===== src/rtl/rgc_pkg.sv =====
package rgc_pkg;
  typedef enum logic [1:0] {
    G_CNOT  = 2'd0,
    G_CCNOT = 2'd1,
    G_CSWAP = 2'd2,
    G_KGATE = 2'd3
  } gate_e;

  // abc = {A,B,C}; result = {P,Q,R}
  function automatic logic [2:0] kg_fwd(input logic [2:0] abc);
    logic x, y, z;
    x = abc[2]; y = abc[1]; z = abc[0];
    return {1'b1 ^ x ^ y ^ z ^ (x & y),
            1'b1 ^ (x & y) ^ y ^ z ^ (y & z),
            1'b1 ^ x ^ y ^ (x & z)};
  endfunction

  function automatic logic [2:0] kg_inv(input logic [2:0] pqr);
    logic [2:0] r;
    r = '0;
    for (int k = 0; k < 8; k++)
      if (kg_fwd(3'(k)) == pqr) r = 3'(k);
    return r;
  endfunction
endpackage


===== src/rtl/rgc_gate_store.sv =====
module rgc_gate_store #(
  parameter int DEPTH = 16,
  parameter int EW    = 12,
  localparam int AW   = $clog2(DEPTH)
) (
  input  logic          clk_i,
  input  logic          rst_ni,
  input  logic          we_i,
  input  logic [AW-1:0] waddr_i,
  input  logic [EW-1:0] wdata_i,
  input  logic [AW-1:0] raddr_i,
  output logic [EW-1:0] rdata_o
);
  logic [EW-1:0] mem_q [DEPTH];

  always_ff @(posedge clk_i or negedge rst_ni) begin
    if (!rst_ni) begin
      for (int i = 0; i < DEPTH; i++) mem_q[i] <= '0;
    end else if (we_i) begin
      mem_q[waddr_i] <= wdata_i;
    end
  end

  assign rdata_o = mem_q[raddr_i];
endmodule


===== src/rtl/rgc_gate_unit.sv =====
module rgc_gate_unit
  import rgc_pkg::*;
#(
  parameter int NW     = 8,
  localparam int IW    = $clog2(NW),
  localparam int EW    = 3 + 3 * IW
) (
  input  logic [EW-1:0] entry_i,
  input  logic          rev_i,
  input  logic [NW-1:0] wires_i,
  output logic [NW-1:0] wires_o,
  output logic          dup_o
);
  logic          vld;
  gate_e         kind;
  logic [IW-1:0] ia, ib, ic;
  logic          dup;
  logic [2:0]    kin, kout;

  assign vld  = entry_i[EW-1];
  assign kind = gate_e'(entry_i[EW-2 -: 2]);
  assign ia   = entry_i[3*IW-1 -: IW];
  assign ib   = entry_i[2*IW-1 -: IW];
  assign ic   = entry_i[IW-1:0];

  assign dup   = (ia == ib) || ((kind != G_CNOT) && ((ia == ic) || (ib == ic)));
  assign dup_o = vld && dup;

  assign kin  = {wires_i[ia], wires_i[ib], wires_i[ic]};
  assign kout = rev_i ? kg_inv(kin) : kg_fwd(kin);

  always_comb begin
    wires_o = wires_i;
    if (vld && !dup) begin
      unique case (kind)
        G_CNOT:  wires_o[ib] = wires_i[ib] ^ wires_i[ia];
        G_CCNOT: wires_o[ic] = wires_i[ic] ^ (wires_i[ia] & wires_i[ib]);
        G_CSWAP: if (wires_i[ic]) begin
                   wires_o[ia] = wires_i[ib];
                   wires_o[ib] = wires_i[ia];
                 end
        G_KGATE: begin
                   wires_o[ia] = kout[2];
                   wires_o[ib] = kout[1];
                   wires_o[ic] = kout[0];
                 end
        default: wires_o = wires_i;
      endcase
    end
  end

  always_comb begin
    if (vld && !dup && kind == G_CSWAP)
      AST_CSWAP_CONSERVE: assert ($countones(wires_o) == $countones(wires_i));
    if (vld && !dup && kind == G_KGATE && rev_i)
      AST_KGATE_INVERSE: assert (kg_fwd({wires_o[ia], wires_o[ib], wires_o[ic]}) == kin);
  end
endmodule


===== src/rtl/rgc_seq.sv =====
module rgc_seq #(
  parameter int DEPTH = 16,
  localparam int AW   = $clog2(DEPTH)
) (
  input  logic          clk_i,
  input  logic          rst_ni,
  input  logic          start_i,
  input  logic          dir_i,
  input  logic          clean_i,
  output logic [AW-1:0] ptr_o,
  output logic          rev_o,
  output logic          idle_o,
  output logic          load_o,
  output logic          run_o,
  output logic          copy_o,
  output logic          done_o
);
  typedef enum logic [1:0] {S_IDLE, S_RUN, S_COPY, S_DONE} state_e;
  localparam logic [AW-1:0] LAST = AW'(DEPTH - 1);

  state_e        st_q;
  logic [AW-1:0] ptr_q;
  logic          rev_q, clean_q;
  logic          first_rev;

  assign first_rev = !clean_i && dir_i;
  assign idle_o = (st_q == S_IDLE);
  assign load_o = idle_o && start_i;
  assign run_o  = (st_q == S_RUN);
  assign copy_o = (st_q == S_COPY);
  assign done_o = (st_q == S_DONE);
  assign ptr_o  = ptr_q;
  assign rev_o  = rev_q;

  always_ff @(posedge clk_i or negedge rst_ni) begin
    if (!rst_ni) begin
      st_q    <= S_IDLE;
      ptr_q   <= '0;
      rev_q   <= 1'b0;
      clean_q <= 1'b0;
    end else begin
      unique case (st_q)
        S_IDLE: if (start_i) begin
          st_q    <= S_RUN;
          rev_q   <= first_rev;
          ptr_q   <= first_rev ? LAST : '0;
          clean_q <= clean_i;
        end
        S_RUN: begin
          if (ptr_q == (rev_q ? '0 : LAST))
            st_q <= (clean_q && !rev_q) ? S_COPY : S_DONE;
          else
            ptr_q <= rev_q ? ptr_q - 1'b1 : ptr_q + 1'b1;
        end
        S_COPY: begin
          st_q  <= S_RUN;
          rev_q <= 1'b1;
          ptr_q <= LAST;
        end
        default: st_q <= S_IDLE;
      endcase
    end
  end

  AST_DONE_PULSE: assert property (@(posedge clk_i) disable iff (!rst_ni)
    done_o |=> !done_o);
  AST_COPY_THEN_REV: assert property (@(posedge clk_i) disable iff (!rst_ni)
    copy_o |=> (run_o && rev_o && ptr_o == LAST));
endmodule


===== src/rtl/rev_cascade_engine.sv =====
module rev_cascade_engine #(
  parameter int NW     = 8,
  parameter int DEPTH  = 16,
  localparam int IW    = $clog2(NW),
  localparam int AW    = $clog2(DEPTH),
  localparam int EW    = 3 + 3 * IW,
  localparam int HALF  = NW / 2
) (
  input  logic            clk_i,
  input  logic            rst_ni,
  input  logic            ld_we_i,
  input  logic [AW-1:0]   ld_addr_i,
  input  logic [EW-1:0]   ld_data_i,
  input  logic            start_i,
  input  logic            dir_i,
  input  logic            clean_i,
  input  logic [HALF-1:0] copy_mask_i,
  input  logic [NW-1:0]   wires_i,
  output logic [NW-1:0]   wires_o,
  output logic            done_o,
  output logic            err_o
);
  logic [AW-1:0]   ptr;
  logic            rev, idle, load, run, copy;
  logic [EW-1:0]   entry;
  logic [NW-1:0]   wq, gate_out;
  logic            dup;
  logic [HALF-1:0] mask_q;
  logic            err_q;

  rgc_seq #(.DEPTH(DEPTH)) u_seq (
    .clk_i, .rst_ni, .start_i, .dir_i, .clean_i,
    .ptr_o(ptr), .rev_o(rev), .idle_o(idle), .load_o(load),
    .run_o(run), .copy_o(copy), .done_o(done_o)
  );

  rgc_gate_store #(.DEPTH(DEPTH), .EW(EW)) u_store (
    .clk_i, .rst_ni,
    .we_i(ld_we_i && idle), .waddr_i(ld_addr_i), .wdata_i(ld_data_i),
    .raddr_i(ptr), .rdata_o(entry)
  );

  rgc_gate_unit #(.NW(NW)) u_gate (
    .entry_i(entry), .rev_i(rev), .wires_i(wq),
    .wires_o(gate_out), .dup_o(dup)
  );

  always_ff @(posedge clk_i or negedge rst_ni) begin
    if (!rst_ni) begin
      wq     <= '0;
      mask_q <= '0;
      err_q  <= 1'b0;
    end else if (load) begin
      wq     <= wires_i;
      mask_q <= copy_mask_i;
      err_q  <= 1'b0;
    end else if (run) begin
      wq <= gate_out;
      if (dup) err_q <= 1'b1;
    end else if (copy) begin
      wq[NW-1:HALF] <= wq[NW-1:HALF] ^ (wq[HALF-1:0] & mask_q);
    end
  end

  assign wires_o = wq;
  assign err_o   = err_q;

  AST_ERR_KEEPS_WIRES: assert property (@(posedge clk_i) disable iff (!rst_ni)
    $rose(err_q) |-> $stable(wq));
  AST_IDLE_HOLDS: assert property (@(posedge clk_i) disable iff (!rst_ni)
    (idle && !start_i) |=> $stable(wq));
  AST_COPY_KEEPS_LOWER: assert property (@(posedge clk_i) disable iff (!rst_ni)
    copy |=> $stable(wq[HALF-1:0]));
endmodule


===== config.mk =====
export PLATFORM = sky130hd
export DESIGN_NAME = rev_cascade_engine
export DESIGN_NICKNAME = d
export VERILOG_FILES = /design/src/rtl/rgc_pkg.sv /design/src/rtl/rgc_gate_store.sv /design/src/rtl/rgc_gate_unit.sv /design/src/rtl/rgc_seq.sv /design/src/rtl/rev_cascade_engine.sv
export SDC_FILE = /design/constraint.sdc
export NUM_CORES = 1
export LEC_CHECK = 0
export ABC_AREA = 1
export CORE_UTILIZATION = 25
export DETAILED_ROUTE_END_ITERATION = 10
export GPL_TIMING_DRIVEN = 0
export SYNTH_ARGS = -nofsm -noshare
export SYNTH_HDL_FRONTEND = slang
export SYNTH_SLANG_ARGS = --single-unit

===== constraint.sdc =====
create_clock -name clk_i -period 7.7 [get_ports clk_i]
set_clock_uncertainty 0.05 [all_clocks]
set_input_delay 1.54 -clock clk_i [delete_from_list [all_inputs] [get_ports clk_i]]
set_output_delay 1.54 -clock clk_i [all_outputs]
set_load 0.005 [all_outputs]

; ---- Word-level counts from Yosys, hierarchy flattened
; Index checks and enable logic that the tools add are counted.
[totals]
ff_bits = 213
[op_classes]
n_lt_le_gt_ge = 9
n_bitwise = 18
reduce_logical = 33
n_eq_ne = 22
addsub = 2
mux = 55
[op_table]
columns = operator, count
row1 = $bwmux 192, 1
row2 = $bwmux 8, 7
row3 = $bmux 12 s4, 1
row4 = $demux 12 s4, 1
row5 = $mux 12, 3
row6 = $mux 4, 8
row7 = $pmux 8 s4, 1
row8 = $mux 8, 3
row9 = $mux 3, 5
row10 = $lt 3x4->1 const B, 3
row11 = $mux 1, 12
row12 = $pmux 4 s3, 1
row13 = $logic_and 1x1->1, 11
row14 = $ge 5x5->1 const B, 2
row15 = $not 4->5, 2
row16 = $reduce_bool 2->1, 5
row17 = $bmux 1 s3, 3
row18 = $demux 1 s3, 3
row19 = $eq 3x3->1, 3
row20 = $eq 3x3->1 const A, 3
row21 = $ge 3x1->1 const B, 3
row22 = $reduce_and 3->1, 3
row23 = $xor 1x1->1, 9
row24 = $eq 2x2->1 const B, 4
row25 = other kinds (24), 42

; ---- Depth between registers and ports, before layout
[depth]
word_depth = 22
mapped_depth = 33
mapped_depth_nobuf = 31

; ---- Cells and area by module
; From an unflattened synthesis, not the netlist that was laid out.
[hier_totals]
hier_cells = 1792
area_unflattened_um2 = 12299.3
[by_module_without_submodules]
columns = module, instances, seq_area_each_um2, cells_each, area_each_um2
row1 = rgc_gate_store, 1, 4804.6, 1243, 9232.6
row2 = rgc_gate_unit, 1, 0.0, 375, 1789.2
row3 = rev_cascade_engine, 1, 325.3, 95, 681.9
row4 = rgc_seq, 1, 200.2, 79, 595.6

; ---- Worst setup path after synthesis
; OpenSTA, ideal clock, no wires.
[synth_timing]
kind = register -> register
from = register u_seq.ptr_q[1] (netlist: u_seq.ptr_o[1])
to = register wq[4] (netlist: wires_o[4])
path_slack_ps = 4698
path_buffers = 3
stages_incl_launch_ff = 31
arrival_ps = 2836
period_less_slack_ps = 3002
cell_sequence = dfrtp_1 -> inv_2 -> buf_2 -> buf_2 -> nand3_1 -> nand3_1 -> nand3_2 -> nand2_4 -> inv_2 -> nand3_1 -> nand2_1 -> nand2_1 -> nand2_2 -> buf_4 -> ha_1 -> inv_1 -> nand3_2 -> nand2_2 -> inv_2 -> nand2_1 -> nand2_1 -> nand2_2 -> nand3_1 -> nand2_1 -> nand2_1 -> nand2_1 -> nand3_1 -> nand2_1 -> nand2_1 -> nand2_1 -> nand2_1
[synth_between]
elab_chain_len = 20
[synth_lines]
columns = item, line_no
row1 = "start, declared", rgc_seq.sv:22  ; logic [AW-1:0] ptr_q;
row2 = "start signal, assigned", rgc_seq.sv:46  ; ptr_q <= first_rev ? LAST : '0;
row3 = "start signal, assigned", rgc_seq.sv:53  ; ptr_q <= rev_q ? ptr_q - 1'b1 : ptr_q + 1'b1;
row4 = $not 4->5 (implied by the code) (*), rgc_gate_store.sv:24  ; assign rdata_o = mem_q[raddr_i];
row5 = $bmux 12 s4 (*), rgc_gate_store.sv:24
row6 = $mux 12 (implied by the code) (*) (2 in a row), rgc_gate_store.sv:24
row7 = "$bmux 1 s3, on equally long branches", -
row8 = "$mux 1, on equally long branches", -
row9 = $eq 1x3->1 or $logic_not 3->1 (tied branches), rgc_pkg.sv:22  ; if (kg_fwd(3'(k)) == pqr) r = 3'(k);
row10 = $mux 1 or $mux 2 (tied branches), rgc_pkg.sv:22
row11 = $mux 2, rgc_pkg.sv:22
row12 = $mux 2 or $mux 3 (tied branches), rgc_pkg.sv:22
row13 = $mux 3 (3 in a row), rgc_pkg.sv:22
row14 = "$mux 3, on equally long branches", "rgc_pkg.sv:22, rgc_gate_unit.sv:30"
row15 = $mux 3 or $bwmux 8 (tied branches), "rgc_gate_unit.sv:30, rgc_gate_unit.sv:44"
row16 = $bwmux 8, rgc_gate_unit.sv:45  ; wires_o[ic] = kout[0];
row17 = $pmux 8 s4, rgc_gate_unit.sv:35  ; unique case (kind)
row18 = $mux 8, rgc_gate_unit.sv:34  ; if (vld && !dup) begin
row19 = $mux 4, rev_cascade_engine.sv:57  ; end else if (run) begin
row20 = $mux 8, rev_cascade_engine.sv:53  ; end else if (load) begin
row21 = "end signal, assigned", rev_cascade_engine.sv:54  ; wq <= wires_i;
row22 = "end signal, assigned", rev_cascade_engine.sv:58  ; wq <= gate_out;
row23 = "end signal, assigned by index", rev_cascade_engine.sv:61  ; wq[NW-1:HALF] <= wq[NW-1:HALF] ^ (wq[HALF-1:0] & mask_q);
row24 = "end, declared", rev_cascade_engine.sv:26  ; logic [NW-1:0] wq, gate_out;
; Mark *: on every way between the ends. The rest lies on a longest branch, timed or not. The select of a mux whose other input is x is not followed.
; A chain may end at the register's enable or synchronous reset.

; ---- Final worst setup path
[layout_timing]
from = register u_seq.ptr_q[2] (netlist: u_seq.ptr_o[2])
to = register wq[1] (netlist: wires_o[1])
; The elaborated chain is that of the path after synthesis.

==> results_dict.tcl <==
set metrics [dict create \
    finalNonFillerCells 2283 \
    die_x_um 219 \
    gp_congestion 0.926 \
    ys_async_sr_fraction_pct 100 \
    die_height_um 219 \
    period_minus_slack_ns 4.44 \
    syn_to_final_growth_pct 18.4 \
    synth-edff-count 0 \
    grt_pass1_vias 11000 \
    antenna_cells 0 \
    yosysTopAreaCell "dfrtp_1" \
    ir_drop_v 0.000320 \
    grt_first_pass_wirelength_mm 66.9 \
    synth_area_leaders "dfrtp_1, nand2_1, o21ai_0, nand3_1, inv_1" \
    ant_nets 0 \
    total_power_uw 7590 \
    fin_tns_setup_ns 0 \
    design_area_sq_um 13900 \
    crit_type "reg -> reg" \
    place_area_sq_um 13000 \
    netlist_area_sq_um 11800 \
    dp_cells 2237 \
    synth.avg_cell_area_sq_um 7.43 \
    arrival_ns 4.84 \
    gr-total-overflow 0 \
    holdBufCountCts 0 \
    drt-pass1-iter-count 6 \
    cp_data_required_time_ns 8.09 \
    clkPwrFrac_pct 17.7 \
    drive_gt1_share_pct 8.77 \
    rows 79 \
    finalNetCount 1699 \
    ios 44 \
    clock.fmax_mhz 225 \
    finalMaxSlewViolations 0 \
    switching_share_pct 49.4 \
    synth_top_area_share_pct 45.3 \
    ys.flop_type "dfrtp_1" \
    hold_class "reg -> reg" \
    status "complete, no violations" \
    vias_per_cell 5.08 \
    worst_pin_slew_ns 1.05 \
    yosysSeqAreaShare_pct 45.3 \
    floorplan.initialDensity_pct 25.3 \
    rsz0062_at_grt "no" \
    path_max_fanout 10 \
    antenna_found_initial 0 \
    synth_cell_types 39 \
    clockBufferDepth 3 \
    relSlewSlack_pct 30.0 \
    dpl.hpwl_mm 29.5 \
    seqPwrFrac_pct 26.3 \
    clk_pin_slew_ns 0.07 \
    cts_max_level 1 \
    wl_mm 44.2 \
    drcViolationCount 0 \
    internal-power_uw 3840 \
    post-route-period-util_pct 57.7 \
    cts_buffers 25 \
    wire_per_inst_um 19.4 \
    leakage_uw 0.00644 \
    cts_tree "built" \
    root_buffer "clkbuf_16" \
    post-cts-setup-buffers 0 \
    coreArea_sq_um 46500 \
    synth_seq_cells 213 \
    nFillCells 5043 \
    maxCapViolations 0 \
    final_util_pct 30.0 \
    ys_warn_count 0 \
    grt_usage_pct 18.4 \
    combinationalPowerShare_pct 56.0 \
    p_per_area_nw_per_um2 544 \
    start_kind "flop" \
    dieArea_sq_um 48000 \
    finalHoldViolations 0 \
    portBuffers 43 \
    p_sw_uw 3750 \
    grt_max_degree 112 \
    cts_resized 0 \
    cts_sinks 213 \
    syn-num-nets 1627 \
    drt-initial-drc-count 1275 \
    syn_inst 1585 \
    setup_viol 0 \
    end_kind "flop" \
    num_vias 11600 \
    clk_latency_ns 0.57 \
]
cells in the final DEF, fill, tap and decap left out, types with 2 or more instances in the layout:
cell type          n
clkinvlp_4         4
o21ai_0          238
nor3_1             5
o211ai_1          15
nand2_2           14
nand2_4            7
buf_4              9
inv_1             97
nor2_2             2
nand4_1            5
o21ai_2            2
buf_6             15
clkinv_2           3
clkbuf_1          50
nor2_1            94
clkbuf_8           4
xor2_1             7
dfrtp_1          213
clkdlybuf4s50_1   42
a21oi_1           23
buf_16             2
nand3_1          157
buf_2             15
o22ai_1            4
inv_6              2
a31oi_1            9
buf_1              3
ha_1               7
a22oi_1            4
nand2_1          522
xnor2_1            3
bufinv_16          5
o221ai_1           8
clkbuf_16         25
nand3_2           20
o21ai_1           18
inv_2             10
o31ai_1            2
sequential cells by signal, summed over array words and instances, names as in the netlist:
name	cells
u_seq.clean_q	1
err_o	1
wires_o	8
u_seq.st_q	2
u_seq.rev_o	1
mask_q	4
u_store.mem_q	192
u_seq.ptr_o	4
cell families after synthesis:
kind of cell	share of synthesized area, %
buffers and inverters	7.79
AND/OR/NAND/NOR	30.2
AO/OA/AOI/OAI	14.8
flip-flops	45.3
XOR/XNOR	1.02
adder cells (fa/ha/maj)	0.914
critical path, cell delays in order (launching register included):
cell     delay (ns)
dfrtp_1        0.40
inv_1          0.13
buf_2          0.35
buf_1          0.83
nand3_1        0.23
nand3_2        0.15
nand2_4        0.13
inv_2          0.12
nand3_1        0.10
nand2_1        0.07
nand2_1        0.07
nand2_2        0.11
buf_4          0.20
ha_1           0.18
nand3_1        0.09
nand2_2        0.20
inv_2          0.08
nand2_1        0.07
nand2_1        0.06
nand2_2        0.10
nand2_2        0.11
nor2_1         0.11
o21ai_1        0.06
nand2_1        0.06
nand4_1        0.11
nand2_1        0.09
nand2_1        0.04
power groups by stage:
stage | combinational (uW) | sequential, uW | clock (uW)
global route | 4690 | 2050 | 1390
CTS | 4180 | 1980 | 1350
finish | 4250 | 1990 | 1340
global placement | 4110 | 1980 | 0
detailed placement | 4170 | 1990 | 0
floorplan | 3010 | 1890 | 0
cells in the mapped netlist, drive strengths merged, types with 7 or more instances:
library cell,n
nand3,177
o21ai,259
clkbuf,48
xor2,8
o221ai,8
dfrtp,213
o211ai,15
inv,108
a21oi,23
nand2,543
nor2,97
buf,42
a31oi,9
ha,7
layer usage:
metal	vias to the layer above	global-route usage [%]	wire length, um
met2	587	28.9	19500
met5	-	0	0
li1	5324	-	-
met4	0	6.09	1380
met1	5593	25.8	19400
met3	90	2.63	4000
final cells by class:
class	instances	area [sq um]	share of cell area, %
Multi-Input combinational cell	1173	5530	39.6
Buffer	90	503	3.61
Tap cell	607	759	5.45
Sequential cell	213	5330	38.2
Timing Repair Buffer	45	490	3.52
Inverter	109	414	2.97
Clock inverter	15	233	1.67
Clock buffer	31	688	4.93
path summary, 6_finish.rpt:
path,start,endpoint,slack (ns),cells past startpoint
setup / recovery,u_seq.ptr_o[2]$_DFFE_PN0P_,wires_o[1]$_DFFE_PN0P_,3.26,26
hold / removal,u_store.mem_q[169]$_DFFE_PN0P_,u_store.mem_q[169]$_DFFE_PN0P_,0.43,2
setup reg to reg,u_seq.ptr_o[2]$_DFFE_PN0P_,wires_o[1]$_DFFE_PN0P_,3.26,26
hold reg to reg,u_store.mem_q[169]$_DFFE_PN0P_,u_store.mem_q[169]$_DFFE_PN0P_,0.43,2
max in group asynchronous,rst_ni,u_store.mem_q[183]$_DFFE_PN0P_,5.65,3
min in group asynchronous,rst_ni,wires_o[1]$_DFFE_PN0P_,0.76,1
metrics by stage:
stage,hold slack (ns),setup slack [ns]
CTS,0.433,3.38
floorplan,0.398,4.70
finish,0.433,3.26
detailed placement,0.419,3.41
global placement,0.413,-4.21
global route,0.447,3.06
No activity file was read; power rests on OpenSTA's default activity.
